File: config.mk
export PLATFORM = sky130hd
export DESIGN_NAME = fec_frame_encoder
export DESIGN_NICKNAME = d
export VERILOG_FILES = /design/src/rtl/fenc_pkg.sv /design/src/rtl/fenc_conv.sv /design/src/rtl/fenc_repeat.sv /design/src/rtl/fenc_seq.sv /design/src/rtl/fec_frame_encoder.sv
export SDC_FILE = /design/constraint.sdc
export NUM_CORES = 1
export LEC_CHECK = 0
export BUFFER_PORTS_ARGS = -buffer_cell sky130_fd_sc_hd__buf_2
export CAP_MARGIN = 20
export CORE_ASPECT_RATIO = 0.9
export CORE_MARGIN = 4
export CORE_UTILIZATION = 50
export DETAILED_ROUTE_END_ITERATION = 8
export GPL_TIMING_DRIVEN = 0
export PLACE_DENSITY = 0.69
export SYNTH_ARGS = -nofsm -noshare
export SYNTH_HDL_FRONTEND = slang
export SYNTH_HIERARCHICAL = 1
export SYNTH_SLANG_ARGS = --single-unit
File: constraint.sdc
create_clock -name clk -period 4 [get_ports clk]
set_input_delay 0.4 -clock clk [delete_from_list [all_inputs] [get_ports clk]]
set_output_delay 0.4 -clock clk [all_outputs]
set_load 0.05 [all_outputs]
File: src/rtl/fenc_pkg.sv
package fenc_pkg;

    typedef enum logic [2:0] {
        SEQ_IDLE,
        SEQ_DATA,
        SEQ_EOM,
        SEQ_FLUSH,
        SEQ_DRAIN
    } seq_state_t;

    localparam int RATE_W = 3;
    localparam int NC_W   = 4;

    localparam logic [RATE_W-1:0] RATE_RAW  = 3'd0;
    localparam logic [RATE_W-1:0] RATE_REP2 = 3'd4;
    localparam logic [RATE_W-1:0] RATE_REP4 = 3'd5;

    // coded output bits produced for one bit entering the coder
    function automatic logic [NC_W-1:0] coded_per_bit(input logic [RATE_W-1:0] r);
        logic [NC_W-1:0] n;
        unique case (r)
            RATE_RAW:  n = NC_W'(1);
            RATE_REP2: n = NC_W'(4);
            RATE_REP4: n = NC_W'(8);
            default:   n = NC_W'(2);
        endcase
        return n;
    endfunction

endpackage

File: src/rtl/fenc_conv.sv
module fenc_conv #(
    parameter int                CLEN  = 7,
    parameter logic [CLEN-1:0]   GEN_A = 7'o133,
    parameter logic [CLEN-1:0]   GEN_B = 7'o171
) (
    input  logic clk,
    input  logic rst_n,
    input  logic clr,
    input  logic adv,
    input  logic din,
    output logic t1,
    output logic t2
);
    localparam int HW = CLEN - 1;

    logic [HW-1:0]   hist_q;
    logic [CLEN-1:0] win;

    // newest bit at the top of the window
    assign win = {din, hist_q};
    assign t1  = ^(win & GEN_A);
    assign t2  = ^(win & GEN_B);

    always_ff @(posedge clk) begin
        if (!rst_n) begin
            hist_q <= '0;
        end else if (clr) begin
            hist_q <= '0;
        end else if (adv) begin
            hist_q <= win[CLEN-1:1];
        end
    end

endmodule

File: src/rtl/fenc_repeat.sv
module fenc_repeat #(
    parameter int NC_W    = 4,
    parameter int MAX_OUT = 8
) (
    input  logic            clk,
    input  logic            rst_n,
    input  logic            load,
    input  logic            t1,
    input  logic            t2,
    input  logic            raw,
    input  logic            bypass,
    input  logic [NC_W-1:0] n_out,
    input  logic            out_ready,
    output logic            out_valid,
    output logic            out_bit,
    output logic            can_load,
    output logic            last_fire
);
    localparam int IW = $clog2(MAX_OUT);

    logic            busy_q;
    logic [IW-1:0]   idx_q;
    logic [NC_W-1:0] tot_q;
    logic            a_q;
    logic            b_q;
    logic            byp_q;
    logic            at_last;
    logic            fire;

    assign at_last   = (NC_W'(idx_q) == tot_q - NC_W'(1));
    assign fire      = busy_q & out_ready;
    assign last_fire = fire & at_last;
    assign can_load  = ~busy_q | (out_ready & at_last);
    assign out_valid = busy_q;
    // whole pairs repeat: even slots carry T1, odd slots T2
    assign out_bit   = byp_q ? a_q : (idx_q[0] ? b_q : a_q);

    always_ff @(posedge clk) begin
        if (!rst_n) begin
            busy_q <= 1'b0;
            idx_q  <= '0;
            tot_q  <= '0;
            a_q    <= 1'b0;
            b_q    <= 1'b0;
            byp_q  <= 1'b0;
        end else if (load) begin
            busy_q <= 1'b1;
            idx_q  <= '0;
            tot_q  <= n_out;
            a_q    <= bypass ? raw : t1;
            b_q    <= t2;
            byp_q  <= bypass;
        end else if (last_fire) begin
            busy_q <= 1'b0;
        end else if (fire) begin
            idx_q  <= idx_q + IW'(1);
        end
    end

endmodule

File: src/rtl/fenc_seq.sv
module fenc_seq
    import fenc_pkg::*;
#(
    parameter int                  BLK_W     = 16,
    parameter int                  CW        = 4,
    parameter int                  FLUSH_LEN = 144,
    parameter int                  EOM_LEN   = 32,
    parameter logic [EOM_LEN-1:0]  EOM_WORD  = 32'h4B65A5B2
) (
    input  logic             clk,
    input  logic             rst_n,
    input  logic             rts,
    input  logic             in_valid,
    input  logic             in_bit,
    input  logic [BLK_W-1:0] blk_bits,
    input  logic [CW-1:0]    n_coded,
    input  logic             can_load,
    input  logic             last_fire,
    output logic             in_ready,
    output logic             src_valid,
    output logic             src_bit,
    output logic             take,
    output logic             start,
    output logic             done
);
    localparam int CNT_MAX = (FLUSH_LEN > EOM_LEN) ? FLUSH_LEN : EOM_LEN;
    localparam int CNT_W   = $clog2(CNT_MAX + 1);
    localparam int EIDX_W  = $clog2(EOM_LEN);

    seq_state_t       st_q, st_d;
    logic [CNT_W-1:0] cnt_q;
    logic [BLK_W-1:0] pos_q;
    logic [BLK_W-1:0] pos_nx;
    logic [BLK_W:0]   pos_sum;
    logic [EIDX_W-1:0] eidx;
    logic             eom_last;
    logic             coder_flushed;
    logic             blk_closed;
    logic             flush_end;

    // coded-bit position inside the current interleaver block
    assign pos_sum = {1'b0, pos_q} + (BLK_W+1)'(n_coded);
    assign pos_nx  = (blk_bits != '0 && pos_sum >= {1'b0, blk_bits})
                   ? BLK_W'(pos_sum - {1'b0, blk_bits})
                   : pos_sum[BLK_W-1:0];

    assign blk_closed    = (blk_bits == '0) || (pos_nx == '0);
    assign coder_flushed = (cnt_q >= CNT_W'(FLUSH_LEN - 1));
    assign eom_last      = (cnt_q == CNT_W'(EOM_LEN - 1));
    assign flush_end     = coder_flushed && blk_closed;
    assign eidx          = EIDX_W'(EOM_LEN - 1) - cnt_q[EIDX_W-1:0];
    assign take          = src_valid & can_load;

    // state register
    always_ff @(posedge clk) begin
        if (!rst_n) begin
            st_q <= SEQ_IDLE;
        end else begin
            st_q <= st_d;
        end
    end

    // next state
    always_comb begin
        st_d = st_q;
        unique case (st_q)
            SEQ_IDLE:  if (rts) st_d = SEQ_DATA;
            SEQ_DATA:  if (!rts) st_d = SEQ_EOM;
            SEQ_EOM:   if (take && eom_last) st_d = SEQ_FLUSH;
            SEQ_FLUSH: if (take && flush_end) st_d = SEQ_DRAIN;
            SEQ_DRAIN: if (last_fire) st_d = SEQ_IDLE;
            default:   st_d = SEQ_IDLE;
        endcase
    end

    // outputs per state
    always_comb begin
        in_ready  = 1'b0;
        src_valid = 1'b0;
        src_bit   = 1'b0;
        start     = 1'b0;
        unique case (st_q)
            SEQ_IDLE: begin
                start = rts;
            end
            SEQ_DATA: begin
                in_ready  = rts & can_load;
                src_valid = rts & in_valid;
                src_bit   = in_bit;
            end
            SEQ_EOM: begin
                src_valid = 1'b1;
                src_bit   = EOM_WORD[eidx];
            end
            SEQ_FLUSH: begin
                src_valid = 1'b1;
                src_bit   = 1'b0;
            end
            SEQ_DRAIN: begin
                src_valid = 1'b0;
            end
            default: begin
                src_valid = 1'b0;
            end
        endcase
    end

    // framing counters
    always_ff @(posedge clk) begin
        if (!rst_n) begin
            cnt_q <= '0;
            pos_q <= '0;
        end else if (start) begin
            cnt_q <= '0;
            pos_q <= '0;
        end else if (take) begin
            pos_q <= pos_nx;
            if (st_q == SEQ_EOM && eom_last) begin
                cnt_q <= '0;
            end else if (st_q == SEQ_EOM || (st_q == SEQ_FLUSH && !coder_flushed)) begin
                cnt_q <= cnt_q + CNT_W'(1);
            end
        end
    end

    // end-of-message pulse
    always_ff @(posedge clk) begin
        if (!rst_n) begin
            done <= 1'b0;
        end else begin
            done <= (st_q == SEQ_DRAIN) && last_fire;
        end
    end

endmodule

File: src/rtl/fec_frame_encoder.sv
module fec_frame_encoder
    import fenc_pkg::*;
#(
    parameter int BLK_W     = 16,
    parameter int FLUSH_LEN = 144,
    parameter int CLEN      = 7
) (
    input  logic              clk,
    input  logic              rst_n,
    input  logic [RATE_W-1:0] rate_sel,
    input  logic [BLK_W-1:0]  blk_bits,
    input  logic              rts,
    input  logic              in_valid,
    input  logic              in_bit,
    output logic              in_ready,
    output logic              out_valid,
    input  logic              out_ready,
    output logic              out_bit,
    output logic              done
);
    localparam int MAX_OUT = 1 << (NC_W - 1);

    logic            src_valid;
    logic            src_bit;
    logic            take;
    logic            start;
    logic            can_load;
    logic            last_fire;
    logic            t1;
    logic            t2;
    logic            bypass;
    logic [NC_W-1:0] n_coded;

    assign bypass  = (rate_sel == RATE_RAW);
    assign n_coded = coded_per_bit(rate_sel);

    fenc_seq #(
        .BLK_W     (BLK_W),
        .CW        (NC_W),
        .FLUSH_LEN (FLUSH_LEN)
    ) u_seq (
        .clk       (clk),
        .rst_n     (rst_n),
        .rts       (rts),
        .in_valid  (in_valid),
        .in_bit    (in_bit),
        .blk_bits  (blk_bits),
        .n_coded   (n_coded),
        .can_load  (can_load),
        .last_fire (last_fire),
        .in_ready  (in_ready),
        .src_valid (src_valid),
        .src_bit   (src_bit),
        .take      (take),
        .start     (start),
        .done      (done)
    );

    fenc_conv #(
        .CLEN (CLEN)
    ) u_conv (
        .clk   (clk),
        .rst_n (rst_n),
        .clr   (start),
        .adv   (take),
        .din   (src_bit),
        .t1    (t1),
        .t2    (t2)
    );

    fenc_repeat #(
        .NC_W    (NC_W),
        .MAX_OUT (MAX_OUT)
    ) u_rep (
        .clk       (clk),
        .rst_n     (rst_n),
        .load      (take),
        .t1        (t1),
        .t2        (t2),
        .raw       (src_bit),
        .bypass    (bypass),
        .n_out     (n_coded),
        .out_ready (out_ready),
        .out_valid (out_valid),
        .out_bit   (out_bit),
        .can_load  (can_load),
        .last_fire (last_fire)
    );

endmodule

# Word level (Yosys, flattened, before mapping)
# Memories as Yosys holds them, arrays and structs flattened.
# Cells that the tools add are included.
# word_totals
reg_bits	45
latch_bits	0
mem_count	1
ram_bits	0
in_bits	25
word_cells	89
out_inout_bits	4
rom_bits	32
# memory_table
memory	depth	width	rd	rd_ports_with_merged_regs	wr	line	text
(name not given)	32	1	1	0	0	fenc_seq.sv:93	src_bit = EOM_WORD[eidx];
# op_classes
addsub	6
n_mul	0
n_div	0
bitwise	10
n_reduce_logical	25
eq_ne	13
n_lt_le_gt_ge	3
shifts	0
mux	20
# op_table
operator	n
$logic_not A16 Y1	2
$add A16 B4 Y17	1
$ge A17 B16 Y1	1
$mux W16	1
$mux W8	2
$reduce_bool A16 Y1	1
$sub A16 B16 Y16	1
$mux W3	5
$pmux W3 S5	1
$reduce_xor A7 Y1	2
$pmux W4 S3	1
$eq A3 B3 Y1 const B	3
$add A8 B1 Y8 const B	1
$eq A8 B5 Y1 const B	1
$ge A8 B8 Y1 const B	1
$mux W1	8
$logic_and A1 B1 Y1	7
$and A1 B1 Y1	6
$eq A3 B2 Y1 const B	2
$logic_not A3 Y1	2
$lt A5 B6 Y1 const B	1
$ne A2 B1 Y1 const B	3
$reduce_or A2 Y1	3
$reduce_and A5 Y1	1
13 further kinds	20

# Logic depth before layout (Yosys ltp)
# Gate-level depths: netlist (run 1).
# depth
ltp_word	12
depth_mapped	18
depth_no_buf	16

# By module
# The synthesis (run 1) kept the hierarchy.
# modules_own_cells
mod	cells_per_inst	area_per_inst_um2	instances
fenc_seq	391	2989.1	1
fenc_repeat	63	595.6	1
fenc_conv	23	286.5	1
fec_frame_encoder	5	38.8	1

# Least setup slack after synthesis (run 1)
# Ideal clock, no wire load.
# synth_path
kind	input-to-reg
start	input port rate_sel[2]
end	register u_seq.st_q[1]
stages	17
arrival_ns	4.180
setup_ns	0.131
required_time_ns	3.869
n_path_buf	1
setup_slack_ns	-0.311
path_cell_list	nor3_1 ha_1 fa_1 nand3_1 nand2_1 and3_1 xor2_1 ha_1 buf_6 and3_4 a221o_1 o21ai_1 nand2_1 xor2_1 or4_4 a2111oi_4 o21ai_0
# synth_between
elab_chain_len	12
# synth_lines
item	line	text
start, declared	fec_frame_encoder.sv:10	input logic [RATE_W-1:0] rate_sel,
$eq A3 B3 Y1 or $logic_not A3 Y1 (tied branches)	fenc_pkg.sv:21	unique case (r)
$pmux W4 S3 (*)	fenc_pkg.sv:21	
$add A16 B4 Y17 (*)	fenc_seq.sv:42	assign pos_sum = {1'b0, pos_q} + (BLK_W+1)'(n_coded);
$ge A17 B16 Y1	fenc_seq.sv:43	assign pos_nx = (blk_bits != '0 && pos_sum >= {1'b0, blk_bits})
$logic_and A1 B1 Y1	fenc_seq.sv:43	
$mux W16 (*)	fenc_seq.sv:44	? BLK_W'(pos_sum - {1'b0, blk_bits})
$logic_not A16 Y1 (*)	fenc_seq.sv:47	assign blk_closed = (blk_bits == '0) || (pos_nx == '0);
$logic_or A1 B1 Y1 (*)	fenc_seq.sv:47	
$logic_and A1 B1 Y1 (*)	fenc_seq.sv:50	assign flush_end = coder_flushed && blk_closed;
$logic_and A1 B1 Y1 (*)	fenc_seq.sv:70	SEQ_FLUSH: if (take && flush_end) st_d = SEQ_DRAIN;
$ne A2 B1 Y1 (no source line) (*)	-	
$reduce_and A5 Y1 (no source line) (*)	-	
end signal, assigned	fenc_seq.sv:59	st_q <= st_d;
end, declared	fenc_seq.sv:30	seq_state_t st_q, st_d;
# Mark *: on every way between the ends. The rest lies on a longest branch, timed or not.
# A chain may end at the register's enable or synchronous reset.

# Worst setup path after layout (run 1)
# layout_path
start	input port rate_sel[2]
end	register u_seq.st_q[2]
# layout_between
elab_chain_len	12
# layout_lines
item	line	text
$eq A3 B3 Y1 or $logic_not A3 Y1 (tied branches)	fenc_pkg.sv:21	
$pmux W4 S3 (*)	fenc_pkg.sv:21	
named net n_coded[1]	fec_frame_encoder.sv:32	logic [NC_W-1:0] n_coded;
$add A16 B4 Y17 (*)	fenc_seq.sv:42	
$ge A17 B16 Y1	fenc_seq.sv:43	
$logic_and A1 B1 Y1	fenc_seq.sv:43	
$mux W16 (*)	fenc_seq.sv:44	
$logic_not A16 Y1 (*)	fenc_seq.sv:47	
$logic_or A1 B1 Y1 (*)	fenc_seq.sv:47	
$logic_and A1 B1 Y1 (*)	fenc_seq.sv:50	
$logic_and A1 B1 Y1 (*)	fenc_seq.sv:70	
$ne A2 B1 Y1 (no source line) (*)	-	
$reduce_and A5 Y1 (no source line) (*)	-	
# Mark *: on every way through the listed nets, which the timed path passes. The rest lies on a longest branch.

==> results.py, run 1 <==
metrics = {
    "global_route": {
        "grt_overflow": 0,
        "grt_pass1_vias": 3483,
        "grt_first_pass_wirelength_um": 16300,
        "grt_use_total_pct": 21.1,
        "antenna_found_initial": 0,
        "grt_max_degree": 16,
    },
    "timing": {
        "setup_slack_ns": 0.00839,
        "period_share_pct": 99.8,
        "skew_ns": 0.00605,
        "fin_tns_setup_ns": 0,
        "setup-violations-final": 0,
        "tightest_slew_ns": 0.626,
        "drv_slew": 0,
        "hold_violations": 0,
        "period_needed_ns": 3.99,
        "slew_headroom_pct": 58.3,
        "max_freq_mhz": 251,
        "rsz0062_at_grt": "true",
    },
    "setup_path": {
        "start_kind": "input port",
        "cp_max_fo": 6,
        "critPathKind": "input port to register",
        "cp-end-kind": "register",
        "cp_data_required_time_ns": 4.24,
        "crit_arrival_ns": 4.23,
    },
    "routing": {
        "drt-initial-drc-count": 146,
        "drc_errors": 0,
        "ant_nets": 0,
        "via_per_inst": 5.77,
        "drt-total-wl_um": 10000,
        "via_count": 3719,
        "first_pass_iters": 4,
        "wire_per_inst_um": 15.6,
    },
    "synthesis": {
        "ys_types": 74,
        "synthArstFlopShare_pct": 0,
        "synth.area.top_cells": "dfxtp_1 23%, ha_1 8.0%, mux2i_1 5.9%",
        "synth_common_cells": "51 x nor2_1, 45 x dfxtp_1, 40 x nand2_1, 30 x a21oi_1, 27 x inv_1",
        "synth_area_mm2": 0.00391,
        "synth-seq-cells": 45,
        "synth_largest_area_cell": "dfxtp_1",
        "postSynthAreaPerCell_um2": 8.11,
        "syn_inst": 482,
        "syn-num-nets": 534,
        "synth-edff-count": 0,
        "synth.most_common_cell": "nor2_1",
        "synthFlopType": "dfxtp_1",
        "yosys_warnings": 6,
        "yosysTopAreaCellShare_pct": 23.0,
        "ys_seq_area_share_pct": 23.0,
    },
    "clock_network": {
        "ctsHoldBuffers": 0,
        "clock_latency_ns": 0.29,
        "cts_buffers": 5,
        "cts_tree": "yes",
        "clock_path_buffers": 2,
        "htree_levels": 2,
        "clock-sinks": 45,
        "clk_root_buffer_cell": "clkbuf_8",
        "clk_pin_slew_ns": 0.08,
    },
    "power_and_ir_drop": {
        "power_density_mw_per_mm2": 547,
        "ir_drop_mv": 0.230,
        "p_leak_uw": 0.00205,
    },
    "status": {
        "run_status": "finished, final reports clean",
    },
    "cells_and_area": {
        "utilization_pct": 63.5,
        "antennaDiodeCount": 0,
        "fin_nets": 600,
        "final_design_area_no_fill_mm2": 0.00481,
        "syn2layout_area_growth_pct": 23.1,
        "drive_above_1_share_pct": 25.0,
        "fillerInstances": 675,
    },
    "die": {
        "rows": 30,
        "dieArea_mm2": 0.00930,
        "fp.coreArea_mm2": 0.00758,
        "boundaryPins": 29,
        "dieWidth_um": 101,
        "die_h_um": 91.9,
        "initial_core_util_pct": 51.6,
    },
    "placement": {
        "place_ws_ns": -0.637,
        "gp_congestion": 0.902,
        "place_area_mm2": 0.00421,
        "place_hpwl_um": 7420,
        "portBuffers": 28,
    },
    "min_path": {
        "min_path_type": "input port to register",
    },
    "job": {
        "maxCapViolCount": 0,
    },
}
routing by layer:
| metal | global-route usage, % | vias to the layer above | share of wire (%) | routed length [µm] |
|---|---|---|---|---|
| li1 | - | 1870 | - | - |
| met1 | 30.5 | 1775 | 48 | 4840 |
| met2 | 33.4 | 68 | 47 | 4740 |
| met3 | 3.50 | 6 | 4.0 | 406 |
| met4 | 3.10 | 0 | 0.46 | 46 |
| met5 | 0 | - | 0 | 0 |
cell usage in the layout, fill, tap and decap left out, drive strengths merged, types with 2 or more instances in the layout:
cell / netlist / final
clkbuf: 6 / 12
buf: 11 / 69
xor2: 19 / 19
nor3b: 4 / 4
a31oi: 5 / 5
nand4: 11 / 11
inv: 28 / 28
a21oi: 30 / 30
o21a: 3 / 3
o2111ai: 2 / 2
xnor2: 18 / 18
nor3: 16 / 16
nor2b: 13 / 13
o2bb2ai: 2 / 2
o31a: 4 / 4
ha: 25 / 25
a211o: 2 / 2
or3: 2 / 2
o211ai: 3 / 3
and2: 3 / 3
xor3: 3 / 3
nand3: 15 / 15
a211oi: 11 / 11
a21boi: 2 / 2
nor2: 51 / 51
o21ai: 17 / 17
dfxtp: 45 / 45
mux2i: 23 / 23
and3: 7 / 7
o211a: 2 / 2
a21o: 11 / 11
nand2: 41 / 41
nor4b: 4 / 4
mux2: 5 / 5
nand2b: 8 / 8
and4b: 2 / 2
fa: 2 / 2
nor4: 6 / 6
cells by family (layout without fill, tap and decap cells):
family                   count (synthesis)  after routing  synth area share [%]
AND/OR/NAND/NOR                        189            189                  25.4
AO/OA/AOI/OAI                          107            107                  19.4
flip-flops                              45             45                  23.0
buffers and inverters                   45            111                  5.09
XOR/XNOR                                40             40                  10.1
multiplexers                            29             29                  7.90
adder cells (fa/ha/maj)                 27             27                  9.02
final timing paths:
path / startpoint / end / slack (ns) / depth (start not counted)
setup / recovery: rate_sel[2] / u_seq/st_q[2] / 0.008 / 19
hold / removal: rst_n / u_seq/st_q[2] / 0.48 / 2
setup reg to reg: u_seq/pos_q[0] / u_seq/st_q[2] / 0.02 / 17
hold reg to reg: u_rep/idx_q[2] / u_rep/idx_q[2] / 0.50 / 2
worst max-delay path, cell delays in order:
cell	delay [ns]
buf_12	0.09
inv_8	0.04
a21o_4	0.23
fa_2	0.42
nand3_4	0.11
nand2_4	0.06
buf_6	0.12
xor2_2	0.14
ha_1	0.31
buf_6	0.13
and3_4	0.14
a221o_1	0.37
buf_4	0.16
o21ai_4	0.14
nand2_1	0.08
xor2_1	0.16
or4_4	0.54
a2111oi_4	0.37
o211a_1	0.21
where the power goes:
group | switching, µW | internal (µW)
Combinational | 953 | 710
Sequential | 95.9 | 534
Clock | 157 | 182
per-stage QoR:
stage	hold slack [ns]	std cells	power [µW]
after detailed placement	0.457	606	2080
after floorplan	0.436	482	1760
after CTS	0.452	636	2530
final	0.476	644	2630
after global routing	0.483	644	2820
after global placement	0.447	606	2050
flip-flops by register name, summed over array words and instances, names as in the netlist:
signal and cells:
u_seq/pos_q 16, u_seq/cnt_q 8, u_conv/hist_q 6, u_rep/tot_q 4, u_rep/idx_q 3, u_seq/st_q 3, u_rep/a_q 1, u_rep/b_q 1
u_rep/byp_q 1, u_rep/out_valid 1, u_seq/done 1
cell type report:
cell class / count / area (µm²) / area share [%]
clock inverter: 2 / 35.0 / 0.728
inverter: 28 / 113 / 2.34
multi-input combinational: 392 / 3080 / 63.9
buffer: 15 / 77.6 / 1.61
timing repair buffer: 61 / 423 / 8.78
clock buffer: 5 / 68.8 / 1.43
sequential: 45 / 902 / 18.7
tap: 96 / 120 / 2.49
timing repair:
item	4_1_cts	5_1_grt
endpoints found under the setup margin	16	16
gates resized for setup	33	28
buffers inserted	23	10
pin swaps	30	29
(Power assumes the default switching activity.)
==> run 2, diff against run 1 <==
--- a/config.mk
+++ b/config.mk
@@ -12,7 +12,7 @@
 export CORE_UTILIZATION = 50
 export DETAILED_ROUTE_END_ITERATION = 8
 export GPL_TIMING_DRIVEN = 0
-export PLACE_DENSITY = 0.69
+export PLACE_DENSITY = 0.66
 export SYNTH_ARGS = -nofsm -noshare
 export SYNTH_HDL_FRONTEND = slang
 export SYNTH_HIERARCHICAL = 1
==> constraint.sdc (replaced) <==
create_clock -name clk -period 4.7 [get_ports clk]
set_input_delay 0.47 -clock clk [delete_from_list [all_inputs] [get_ports clk]]
set_output_delay 0.47 -clock clk [all_outputs]
set_load 0.05 [all_outputs]
==> run 2 against run 1 <==
Against the previous run: final cell count shrank 4.3%; die area is the same; setup slack gained 0.17 ns; sequential share of layout area grew 2.0 points; global-route usage shrank 1.1 points; power shrank 18%.
==> results.py, run 2 (same netlist as run 1, synthesis figures left out) <==
metrics = {
    "cells_and_area": {
        "antennaDiodeCount": 0,
        "final_common_cell": "nor2_1",
        "top_register": "u_seq/pos_q",
        "largest_reg_flops": 16,
        "utilization_pct": 57.4,
        "fin_nets": 571,
        "stdcell_count": 616,
        "syn2layout_area_growth_pct": 11.3,
        "drive_above_1_share_pct": 15.2,
        "reg_top3": "u_seq/pos_q (16), u_seq/cnt_q (8), u_conv/hist_q (6)",
        "final_cell_mix": "51 x nor2_1, 45 x dfxtp_1, 39 x nand2_1",
    },
    "power_and_ir_drop": {
        "power_density_mw_per_mm2": 493,
        "ir_drop_mv": 0.242,
        "p_leak_uw": 0.00187,
    },
    "setup_path": {
        "crit_top_cell": "xor2_1",
        "startpoint": "rate_sel[2]",
        "worstPathCellList": "buf_2, inv_2, a21o_1, fa_1, nand3_1, nand2_2, and3_1, xor2_1, ha_1, buf_6, and3_4, a221o_1, o21ai_1, nand2_1, xor2_1, or4_4, a2111oi_4, o21ai_0",
        "cp-end-kind": "register",
        "slowest_stage": "or4_4",
        "cp_data_required_time_ns": 4.87,
        "start_kind": "input port",
        "critPathKind": "input port to register",
        "rr_startpoint": "u_seq/pos_q[0]",
        "crit_arrival_ns": 4.69,
        "cpPeakStageDelay_ns": 0.54,
        "cp_max_fo": 8,
    },
    "timing": {
        "drv_slew": 0,
        "slew_headroom_pct": 56.9,
        "tightest_slew_ns": 0.647,
        "period_share_pct": 96.2,
        "period_needed_ns": 4.52,
        "rsz0062_at_grt": "true",
        "skew_ns": 0.00416,
        "max_freq_mhz": 221,
        "setup_slack_ns": 0.181,
        "hold_violations": 0,
        "whs_ns": 0.459,
        "setup-violations-final": 0,
    },
    "die": {
        "initial_core_util_pct": 51.6,
        "rows": 30,
        "fp.coreArea_mm2": 0.00758,
        "boundaryPins": 29,
        "dieWidth_um": 101,
        "dieArea_mm2": 0.00930,
        "die_h_um": 91.9,
    },
    "clock_network": {
        "clk_root_buffer_cell": "clkbuf_8",
        "htree_levels": 2,
        "clock-sinks": 45,
        "clock_path_buffers": 2,
        "clk_pin_slew_ns": 0.09,
        "cts_buffers": 5,
        "clock_latency_ns": 0.29,
        "cts_tree": "yes",
    },
    "global_route": {
        "grt_first_pass_wirelength_um": 15300,
        "antenna_found_initial": 0,
        "grt_pass1_vias": 3228,
        "grt_max_degree": 16,
        "grt_overflow": 0,
        "grt_use_total_pct": 20.0,
    },
    "routing": {
        "first_pass_iters": 4,
        "via_count": 3584,
        "ant_nets": 0,
        "wire_per_inst_um": 15.4,
        "drc_errors": 0,
        "drt-total-wl_um": 9510,
        "drt-initial-drc-count": 229,
        "via_per_inst": 5.82,
    },
    "placement": {
        "portBuffers": 28,
        "place_ws_ns": -0.620,
        "dp.cells": 606,
        "place_hpwl_um": 7520,
        "gp_congestion": 0.840,
    },
    "min_path": {
        "min_path_type": "register to register",
        "min_from": "u_seq/pos_q[2]",
    },
    "job": {
        "maxCapViolCount": 0,
    },
    "status": {
        "run_status": "finished, final reports clean",
    },
}
==> run 2: cell types whose count changed in the layout (fill, tap and decap cells not counted), moves of 3 or more <==
cell	change
xnor2_2	-3
ha_1	+6
xnor2_1	+3
ha_4	-5
o21ai_0	+3
buf_4	-28
buf_6	-3
buf_2	+3
==> run 2: stage by stage <==
step                setup TNS [ns]  power [µW]  cell area (µm²)
global placement             -5.46        1740             4170
finish                           0        2150             4350
floorplan                        0        1490             3910
CTS                              0        2130             4320
global route               -0.0100        2310             4350
detailed placement           -8.65        1770             4170
==> run 2: final timing paths <==
kind,to,slack (ns),depth (start not counted)
hold reg to reg,u_seq/pos_q[2],0.46,2
hold / removal,u_seq/pos_q[2],0.46,2
setup reg to reg,u_seq/st_q[1],0.27,16
setup / recovery,u_seq/st_q[1],0.18,18
==> run 2: layout make-up <==
cell class | count | area [µm²]
clock buffers | 5 | 68.8
well taps | 96 | 120
flip-flops and latches | 45 | 901
inverters | 28 | 105
clock inverters | 3 | 68.8
multi-input cells | 392 | 2840
fillers | 740 | 3230
plain buffers | 17 | 93.8
repair buffers | 30 | 155
==> run 2: worst max-delay path: cells and delay by family <==
| kind | cells | cell delay (ns) |
|---|---|---|
| simple gates | 6 | 1.37 |
| fa+ha+maj | 2 | 0.75 |
| buf+inv | 3 | 0.32 |
| compound gates | 5 | 1.39 |
| xor+xnor | 2 | 0.37 |
==> run 2: layer usage <==
metal	vias up	share of wire (%)	global-route usage (%)
li1	1804	-	-
met1	1703	49	30.1
met2	73	46	30.8
met3	4	4.4	3.19
met4	0	0.22	2.33
met5	-	0	0
==> run 2: repair_timing <==
action,CTS,global route
buffers inserted,0,2
pin swaps,0,2
resized for setup,3,6
hold buffers,0,0
endpoints found under the hold margin,0,0
cloned,0,0
setup endpoints to repair,16,16
==> run 2: report_power, final <==
part | internal (µW) | total, µW | switching, µW | leakage, µW
clock | 214 | 354 | 140 | 0.0000687
sequential | 454 | 524 | 69.7 | 0.000366
combinational | 505 | 1270 | 763 | 0.00143
